$ cat src/rtl/i2cr_pkg.sv
package i2cr_pkg;
  typedef enum logic [2:0] {
    PH_IDLE,
    PH_LO,
    PH_HI,
    PH_STOP_LL,
    PH_STOP_HL,
    PH_STOP_HH
  } phase_t;
endpackage

$ cat src/rtl/i2cr_sync.sv
module i2cr_sync #(
  parameter int W = 2
) (
  input  logic         clk,
  input  logic         rst_n,
  input  logic [W-1:0] d,
  output logic [W-1:0] q
);
  logic [W-1:0] s1;
  for (genvar i = 0; i < W; i++) begin : g_bit
    always_ff @(posedge clk or negedge rst_n) begin
      if (!rst_n) begin
        s1[i] <= 1'b1;
        q[i]  <= 1'b1;
      end else begin
        s1[i] <= d[i];
        q[i]  <= s1[i];
      end
    end
  end
endmodule

$ cat src/rtl/i2cr_glitch.sv
module i2cr_glitch #(
  parameter int FILT_LEN = 4
) (
  input  logic clk,
  input  logic rst_n,
  input  logic bypass,
  input  logic d,
  output logic q
);
  localparam int FW = $clog2(FILT_LEN + 1);
  localparam logic [FW-1:0] LAST = FW'(FILT_LEN - 1);

  logic          held;
  logic [FW-1:0] run;

  always_ff @(posedge clk or negedge rst_n) begin
    if (!rst_n) begin
      held <= 1'b1;
      run  <= '0;
    end else if (d == held) begin
      run <= '0;
    end else if (run == LAST) begin
      held <= d;
      run  <= '0;
    end else begin
      run <= run + 1'b1;
    end
  end

  assign q = bypass ? d : held;

  AST_FILT_WAIT: assert property (@(posedge clk) disable iff (!rst_n)
    !$stable(held) |-> $past(run) == LAST);
endmodule

$ cat src/rtl/i2cr_seq.sv
module i2cr_seq
  import i2cr_pkg::*;
#(
  parameter int CNT_W     = 4,
  parameter int HALF_STD  = 10,
  parameter int HALF_FAST = 4
) (
  input  logic             clk,
  input  logic             rst_n,
  input  logic             req_set,
  input  logic [CNT_W-1:0] pulse_cnt,
  input  logic             fast_mode,
  output logic             scl_oe,
  output logic             sda_oe,
  output logic             busy
);
  localparam int HMAX = (HALF_STD > HALF_FAST) ? HALF_STD : HALF_FAST;
  localparam int TW   = $clog2(HMAX + 1);

  phase_t           ph;
  logic [TW-1:0]    tick;
  logic [CNT_W-1:0] left;
  logic [TW-1:0]    half_m1;

  assign half_m1 = fast_mode ? TW'(HALF_FAST - 1) : TW'(HALF_STD - 1);

  always_ff @(posedge clk or negedge rst_n) begin
    if (!rst_n) begin
      ph   <= PH_IDLE;
      tick <= '0;
      left <= '0;
    end else begin
      unique case (ph)
        PH_IDLE: if (req_set && pulse_cnt != '0) begin
          ph   <= PH_LO;
          left <= pulse_cnt;
          tick <= half_m1;
        end
        PH_LO: if (tick == '0) begin
          ph   <= PH_HI;
          left <= left - 1'b1;
          tick <= half_m1;
        end else tick <= tick - 1'b1;
        PH_HI: if (tick == '0) begin
          ph   <= (left == '0) ? PH_STOP_LL : PH_LO;
          tick <= half_m1;
        end else tick <= tick - 1'b1;
        PH_STOP_LL: if (tick == '0) begin
          ph   <= PH_STOP_HL;
          tick <= half_m1;
        end else tick <= tick - 1'b1;
        PH_STOP_HL: if (tick == '0) begin
          ph   <= PH_STOP_HH;
          tick <= half_m1;
        end else tick <= tick - 1'b1;
        PH_STOP_HH: if (tick == '0) ph <= PH_IDLE;
                    else tick <= tick - 1'b1;
        default: ph <= PH_IDLE;
      endcase
    end
  end

  assign busy   = (ph != PH_IDLE);
  assign scl_oe = (ph == PH_LO) || (ph == PH_STOP_LL);
  assign sda_oe = (ph == PH_STOP_LL) || (ph == PH_STOP_HL);

  AST_LEFT_NO_RISE: assert property (@(posedge clk) disable iff (!rst_n)
    (busy && $past(busy)) |-> left <= $past(left));
  AST_STOP_ORDER: assert property (@(posedge clk) disable iff (!rst_n)
    $fell(sda_oe) |-> !scl_oe);
  AST_SDA_PULL_SCL_LOW: assert property (@(posedge clk) disable iff (!rst_n)
    $rose(sda_oe) |-> scl_oe);
endmodule

$ cat src/rtl/i2c_unstick.sv
module i2c_unstick #(
  parameter int CNT_W     = 4,
  parameter int HALF_STD  = 10,
  parameter int HALF_FAST = 4,
  parameter int FILT_LEN  = 4
) (
  input  logic             clk,
  input  logic             rst_n,
  input  logic             req_set,
  input  logic [CNT_W-1:0] pulse_cnt,
  input  logic             fast_mode,
  input  logic             filt_bypass,
  input  logic             scl_in,
  input  logic             sda_in,
  output logic             scl_oe,
  output logic             sda_oe,
  output logic             busy,
  output logic [1:0]       bus_mon
);
  logic [1:0] synced;
  logic       sda_clean;

  i2cr_sync #(.W(2)) u_sync (
    .clk(clk), .rst_n(rst_n), .d({scl_in, sda_in}), .q(synced)
  );

  i2cr_glitch #(.FILT_LEN(FILT_LEN)) u_filt (
    .clk(clk), .rst_n(rst_n), .bypass(filt_bypass), .d(synced[0]), .q(sda_clean)
  );

  i2cr_seq #(.CNT_W(CNT_W), .HALF_STD(HALF_STD), .HALF_FAST(HALF_FAST)) u_seq (
    .clk(clk), .rst_n(rst_n), .req_set(req_set), .pulse_cnt(pulse_cnt),
    .fast_mode(fast_mode), .scl_oe(scl_oe), .sda_oe(sda_oe), .busy(busy)
  );

  assign bus_mon = {synced[1], sda_clean};

  AST_IDLE_QUIET: assert property (@(posedge clk) disable iff (!rst_n)
    !busy |-> (!scl_oe && !sda_oe));
  AST_PULSE_IN_BUSY: assert property (@(posedge clk) disable iff (!rst_n)
    $rose(scl_oe) |-> busy);
endmodule

$ cat config.mk
export PLATFORM = sky130hd
export DESIGN_NAME = i2c_unstick
export DESIGN_NICKNAME = d
export VERILOG_FILES = /design/src/rtl/i2cr_pkg.sv /design/src/rtl/i2cr_sync.sv /design/src/rtl/i2cr_glitch.sv /design/src/rtl/i2cr_seq.sv /design/src/rtl/i2c_unstick.sv
export SDC_FILE = /design/constraint.sdc
export NUM_CORES = 1
export LEC_CHECK = 0
export BUFFER_PORTS_ARGS = -buffer_cell sky130_fd_sc_hd__buf_2
export CAP_MARGIN = 20
export CELL_PAD_IN_SITES_DETAIL_PLACEMENT = 1
export CELL_PAD_IN_SITES_GLOBAL_PLACEMENT = 1
export CORE_MARGIN = 2
export CORE_UTILIZATION = 41
export CTS_CLUSTER_SIZE = 12
export DETAILED_ROUTE_END_ITERATION = 7
export PLACE_DENSITY = 0.79
export SKIP_CTS_REPAIR_TIMING = 1
export SLEW_MARGIN = 5
export SYNTH_ARGS = -nofsm -noshare
export SYNTH_HDL_FRONTEND = slang
export SYNTH_HIERARCHICAL = 1
export SYNTH_SLANG_ARGS = --single-unit
$ cat constraint.sdc
create_clock -name clk -period 5.79 [get_ports clk]
set_clock_uncertainty 0.2 [all_clocks]
set_input_delay 1.158 -clock clk [delete_from_list [all_inputs] [get_ports clk]]
set_output_delay 1.158 -clock clk [all_outputs]
set_load 0.01 [all_outputs]
Word-level counts from Yosys, hierarchy flattened --
Index checks and enable logic that the tools add are counted.
Word-level totals: register bits after elaboration 19, input port bits 11, output and inout port bits 5, logic and storage cells 61
Operators by class: add/sub/neg operators 3, equality and inequality tests 14, muxes and demuxes 19, bitwise logic cells 1, reduce and logical (&&, ||, !) cells 15
Operators by type and width (count):
- 3-bit two-way mux | 8
- 4-bit two-way mux | 6
- 3-bit one-hot mux with 6 select lines | 1
- 2-bit by 1-bit inequality test with 1-bit output (second input constant) | 6
- 4-bit one-hot mux with 3 select lines | 1
- 3-bit by 2-bit == test with 1-bit output (second input constant) | 3
- 4-bit logical NOT | 2
- 4-bit one-hot mux with 2 select lines | 1
- 4-bit by 1-bit subtractor with 4-bit output (second input constant) | 2
- 3-bit == test (second input constant) | 2
- 3-bit AND reduction | 2
- 6-bit AND reduction | 1
- 3-bit nonzero test | 2
- 4-bit nonzero test | 1
- 4-bit OR reduction | 1
- 3-bit by 1-bit adder with 3-bit output (second input constant) | 1
- 3-bit by 1-bit == test with 1-bit output (second input constant) | 1
- 3-bit logical NOT | 1
- 1-bit logical OR | 2
- 2-bit two-way mux | 1
- 2-bit inequality test (second input constant) | 1
- 2-bit AND reduction | 1
- 2-bit nonzero test | 1
- 1-bit == test | 1
- 3 further kinds | 3

Depth between registers and ports, before layout --
depth in word-level cells 4, gate-level depth with buffers 6, mapped depth without buffers 6

By module --
Netlist, hierarchy kept.
By module, submodules not included:
- i2cr_seq | times used 1, cells each 89, area each 840.8 um^2
- i2cr_glitch | times used 1, cells each 12, area each 182.7 um^2
- i2cr_sync | times used 1, cells each 4, area each 105.1 um^2
- i2c_unstick | times used 1, cells each 1, area each 7.5 um^2

Worst setup path after synthesis --
Ideal clock, no wire load.
path kind input-to-output, start input filt_bypass, end output bus_mon[0], arrival 1596 ps, required time 4432 ps, setup slack 2836 ps, stages on the path 2, buffers on the path 1, cells stage by stage mux2_2 > buf_4
Between the ends: longest elaborated chain between the ends 1
Ends and longest elaborated chain:
- start: declaration | RTL line i2c_unstick.sv:12 | input logic filt_bypass,
- 1-bit two-way mux | RTL line i2cr_glitch.sv:30 | assign q = bypass ? d : held;
- end: declaration | RTL line i2c_unstick.sv:18 | output logic [1:0] bus_mon
Every way passes these cells.

Worst setup path after layout --
Same ends and word-level chain as after synthesis.

==> flow_metrics.py <==
metrics = {
    "run_status": {
        "outcome": "complete, no violations",
    },
    "synthesis": {
        "ys_top_cells_by_area": "dfrtp_1, dfstp_2, ha_1, mux2i_1, or4b_1",
        "ys_seq_elements": 19,
        "synthCells": 106,
        "netlist.area_leader.share": 0.308,
        "synth_area_um2": 1140,
        "synth-edff-count": 0,
        "syn-num-nets": 122,
        "synth.avg_cell_area_um2": 10.7,
        "synth_ff_type": "dfrtp_1",
        "ys_async_sr_fraction": 1.00,
        "yosysWarnings": 6,
        "yosysSeqAreaShare": 0.424,
        "yosysTopAreaCell": "dfrtp_1",
        "synth.distinct_cells": 43,
    },
    "floorplanning": {
        "dieHeight_um": 56.6,
        "core_um2": 2690,
        "row_count": 19,
        "die_area_um2": 3210,
        "die_w_um": 56.6,
        "initial_utilization": 0.423,
        "io_pins": 16,
    },
    "critical_path": {
        "rr_startpoint": "u_seq/tick[0]$_DFFE_PN0P_",
        "r2r_end": "u_seq/left[3]$_DFFE_PN0P_",
        "critPathMaxStageDelay_ns": 0.32,
        "path_max_fanout": 1,
        "crit_top_cell": "buf_2",
        "crit_chain": "buf_2, mux2_2, buf_2",
        "crit_type": "in2out",
        "end_kind": "output pin",
        "r2r_cells": 6,
        "crit_required_ns": 4.43,
        "regToRegSetupSlack_ns": 3.67,
        "critPathSlowestCell": "mux2_2",
        "cp_data_arrival_time_ns": 1.69,
        "crit_family": "multiplexers",
        "critPathBufInv": 2,
        "crit_path_start_kind": "input pin",
    },
    "route": {
        "vias": 881,
        "drc": 0,
        "ant_nets": 0,
        "dr.pass1.iters": 4,
        "drt-total-wl_um": 2610,
        "viasPerCell": 5.80,
        "drt_iter0_drc": 12,
        "wl_per_cell_um": 17.2,
    },
    "hold_path": {
        "hold_path_class": "reg2reg",
        "worstHoldEndpoint": "u_sync/q[1]$_DFF_PN1_",
        "min_path_cells": 0,
        "hold_path.startpoint": "u_sync/s1[1]$_DFF_PN1_",
    },
    "power_and_ir_drop": {
        "p_int_uw": 371,
        "seqPwrFrac": 0.397,
        "switching_share": 0.427,
        "p_sw_uw": 276,
        "p_leak_nw": 0.582,
        "p_clk_frac": 0.107,
        "p_comb_frac": 0.495,
        "ir_drop_uv": 278,
        "power.total_uw": 647,
        "power_density_nw_per_um2": 514,
    },
    "clock_tree": {
        "cts.sinks": 19,
        "clock_path_buffers": 2,
        "clk_pin_slew_worst_paths_ns": 0.11,
        "cts_tree": "done",
        "root_buffer": "clkbuf_4",
        "htree_num_levels": 1,
        "clock_latency_ns": 0.31,
        "cts_buffers": 3,
    },
    "global_route": {
        "first_global_vias": 953,
        "grt_pass1_wl_um": 4500,
        "grt_usage": 0.183,
        "grt_max_degree": 20,
        "overflow": 0,
        "antenna_found_initial": 0,
    },
    "timing": {
        "max_freq_mhz": 328,
        "rsz0062_at_grt": "false",
        "fin_tns_setup_ns": 0,
        "hold_viol_final": 0,
        "setup_viol": 0,
        "min_period_over_period": 0.527,
        "worst_slew_pin_slew_ns": 0.513,
        "fin_crit_ns": 3.05,
        "slew-limit-headroom": 0.657,
        "drv_slew": 0,
    },
    "run": {
        "maxCapViolCount": 0,
    },
    "final_layout": {
        "layout.cells.non_filler": 152,
        "final_common_cell": "buf_2",
        "fin_nets": 138,
        "syn_to_final_growth_pct": 10.8,
        "final_cell_mix": "buf_2, dfrtp_1, nand2_1, inv_1",
        "diodes": 0,
        "drive_gt1_frac": 0.281,
    },
    "placed_design": {
        "port-buffer-count": 15,
        "gp_congestion": 0.759,
        "dpl.hpwl_um": 1960,
        "dp.cells": 148,
    },
}
-- synth_stat cells, types with 2 or more instances --
cell	number
dfrtp_1	14
nand2_1	8
inv_1	6
dfstp_2	5
ha_1	5
mux2i_1	5
nor2_1	5
nor3_1	4
o21ai_0	4
o21ai_1	4
clkbuf_1	3
nand2b_1	3
or4b_1	3
a21oi_1	2
mux2_1	2
mux2_2	2
nor2b_1	2
nor3b_2	2
o211ai_1	2
o221a_2	2
-- layout make-up --
cell class                 count  area [um2]
clock buffer                   3        22.5
clock inverter                 1        5.00
fill                         309        1430
inverter                       6        22.5
multi-input combinational     77         613
sequential                    19         482
tap                           31        38.8
timing repair buffer          15        75.1
-- through the flow --
stage | worst slack [ns] | hold WS, ns | util | instance area (um2)
global route | 2.72 | 0.173 | 0.469 | 1260
detailed placement | 2.73 | 0.147 | 0.458 | 1230
finish | 2.74 | 0.163 | 0.469 | 1260
global placement | 2.75 | 0.146 | 0.458 | 1230
CTS | 2.73 | 0.164 | 0.469 | 1260
floorplan | 2.84 | 0.145 | - | 1140
-- worst register-to-register path, cell delays in order, from the launching register on --
cell	delay, ns
dfrtp_1	0.43
inv_1	0.09
ha_1	0.21
nor3b_2	0.48
nand2_1	0.11
mux2_1	0.33
a21o_1	0.17
-- cells by family after synthesis --
kind of cell	count (synthesis)	synth area share
compound gates	25	0.177
xor+xnor	1	0.00771
fa+ha+maj	5	0.0551
buf+inv	10	0.0363
flops	19	0.424
mux	9	0.0837
simple gates	37	0.216
-- worst max path at each step --
stage / from / to / slack [ns] / depth (start not counted)
final: filt_bypass / bus_mon[0] / 2.74 / 3
after global routing: filt_bypass / bus_mon[0] / 2.72 / 3
after CTS: filt_bypass / bus_mon[0] / 2.73 / 3
after detailed placement: filt_bypass / bus_mon[0] / 2.73 / 3
after global placement: filt_bypass / bus_mon[0] / 2.75 / 3
after floorplan: filt_bypass / bus_mon[0] / 2.84 / 2
-- registers in the layout, summed over array words and instances, names as in the netlist --
name and flops:
u_seq/tick 4, u_seq/left 4, u_filt/run 3, u_sync/s1 2, u_seq/ph 3, u_filt/held 1, u_sync/q 2
-- per-layer routing --
layer / track usage / vias to the layer above / share of wire
li1: - / 422 / -
met1: 0.204 / 444 / 0.42
met2: 0.349 / 13 / 0.54
met3: 0.0507 / 2 / 0.029
met4: 0.0238 / 0 / 0.011
met5: 0 / - / 0
-- power by group through the flow --
stage	Clock [mW]	Combinational, mW	Sequential, mW
2_1_floorplan	0	0.269	0.221
3_3_place_gp	0	0.300	0.251
3_5_place_dp	0	0.323	0.259
4_1_cts	0.0743	0.324	0.257
5_1_grt	0.0798	0.364	0.266
6_report	0.0695	0.321	0.257
Power figures use the tool's default switching activity.
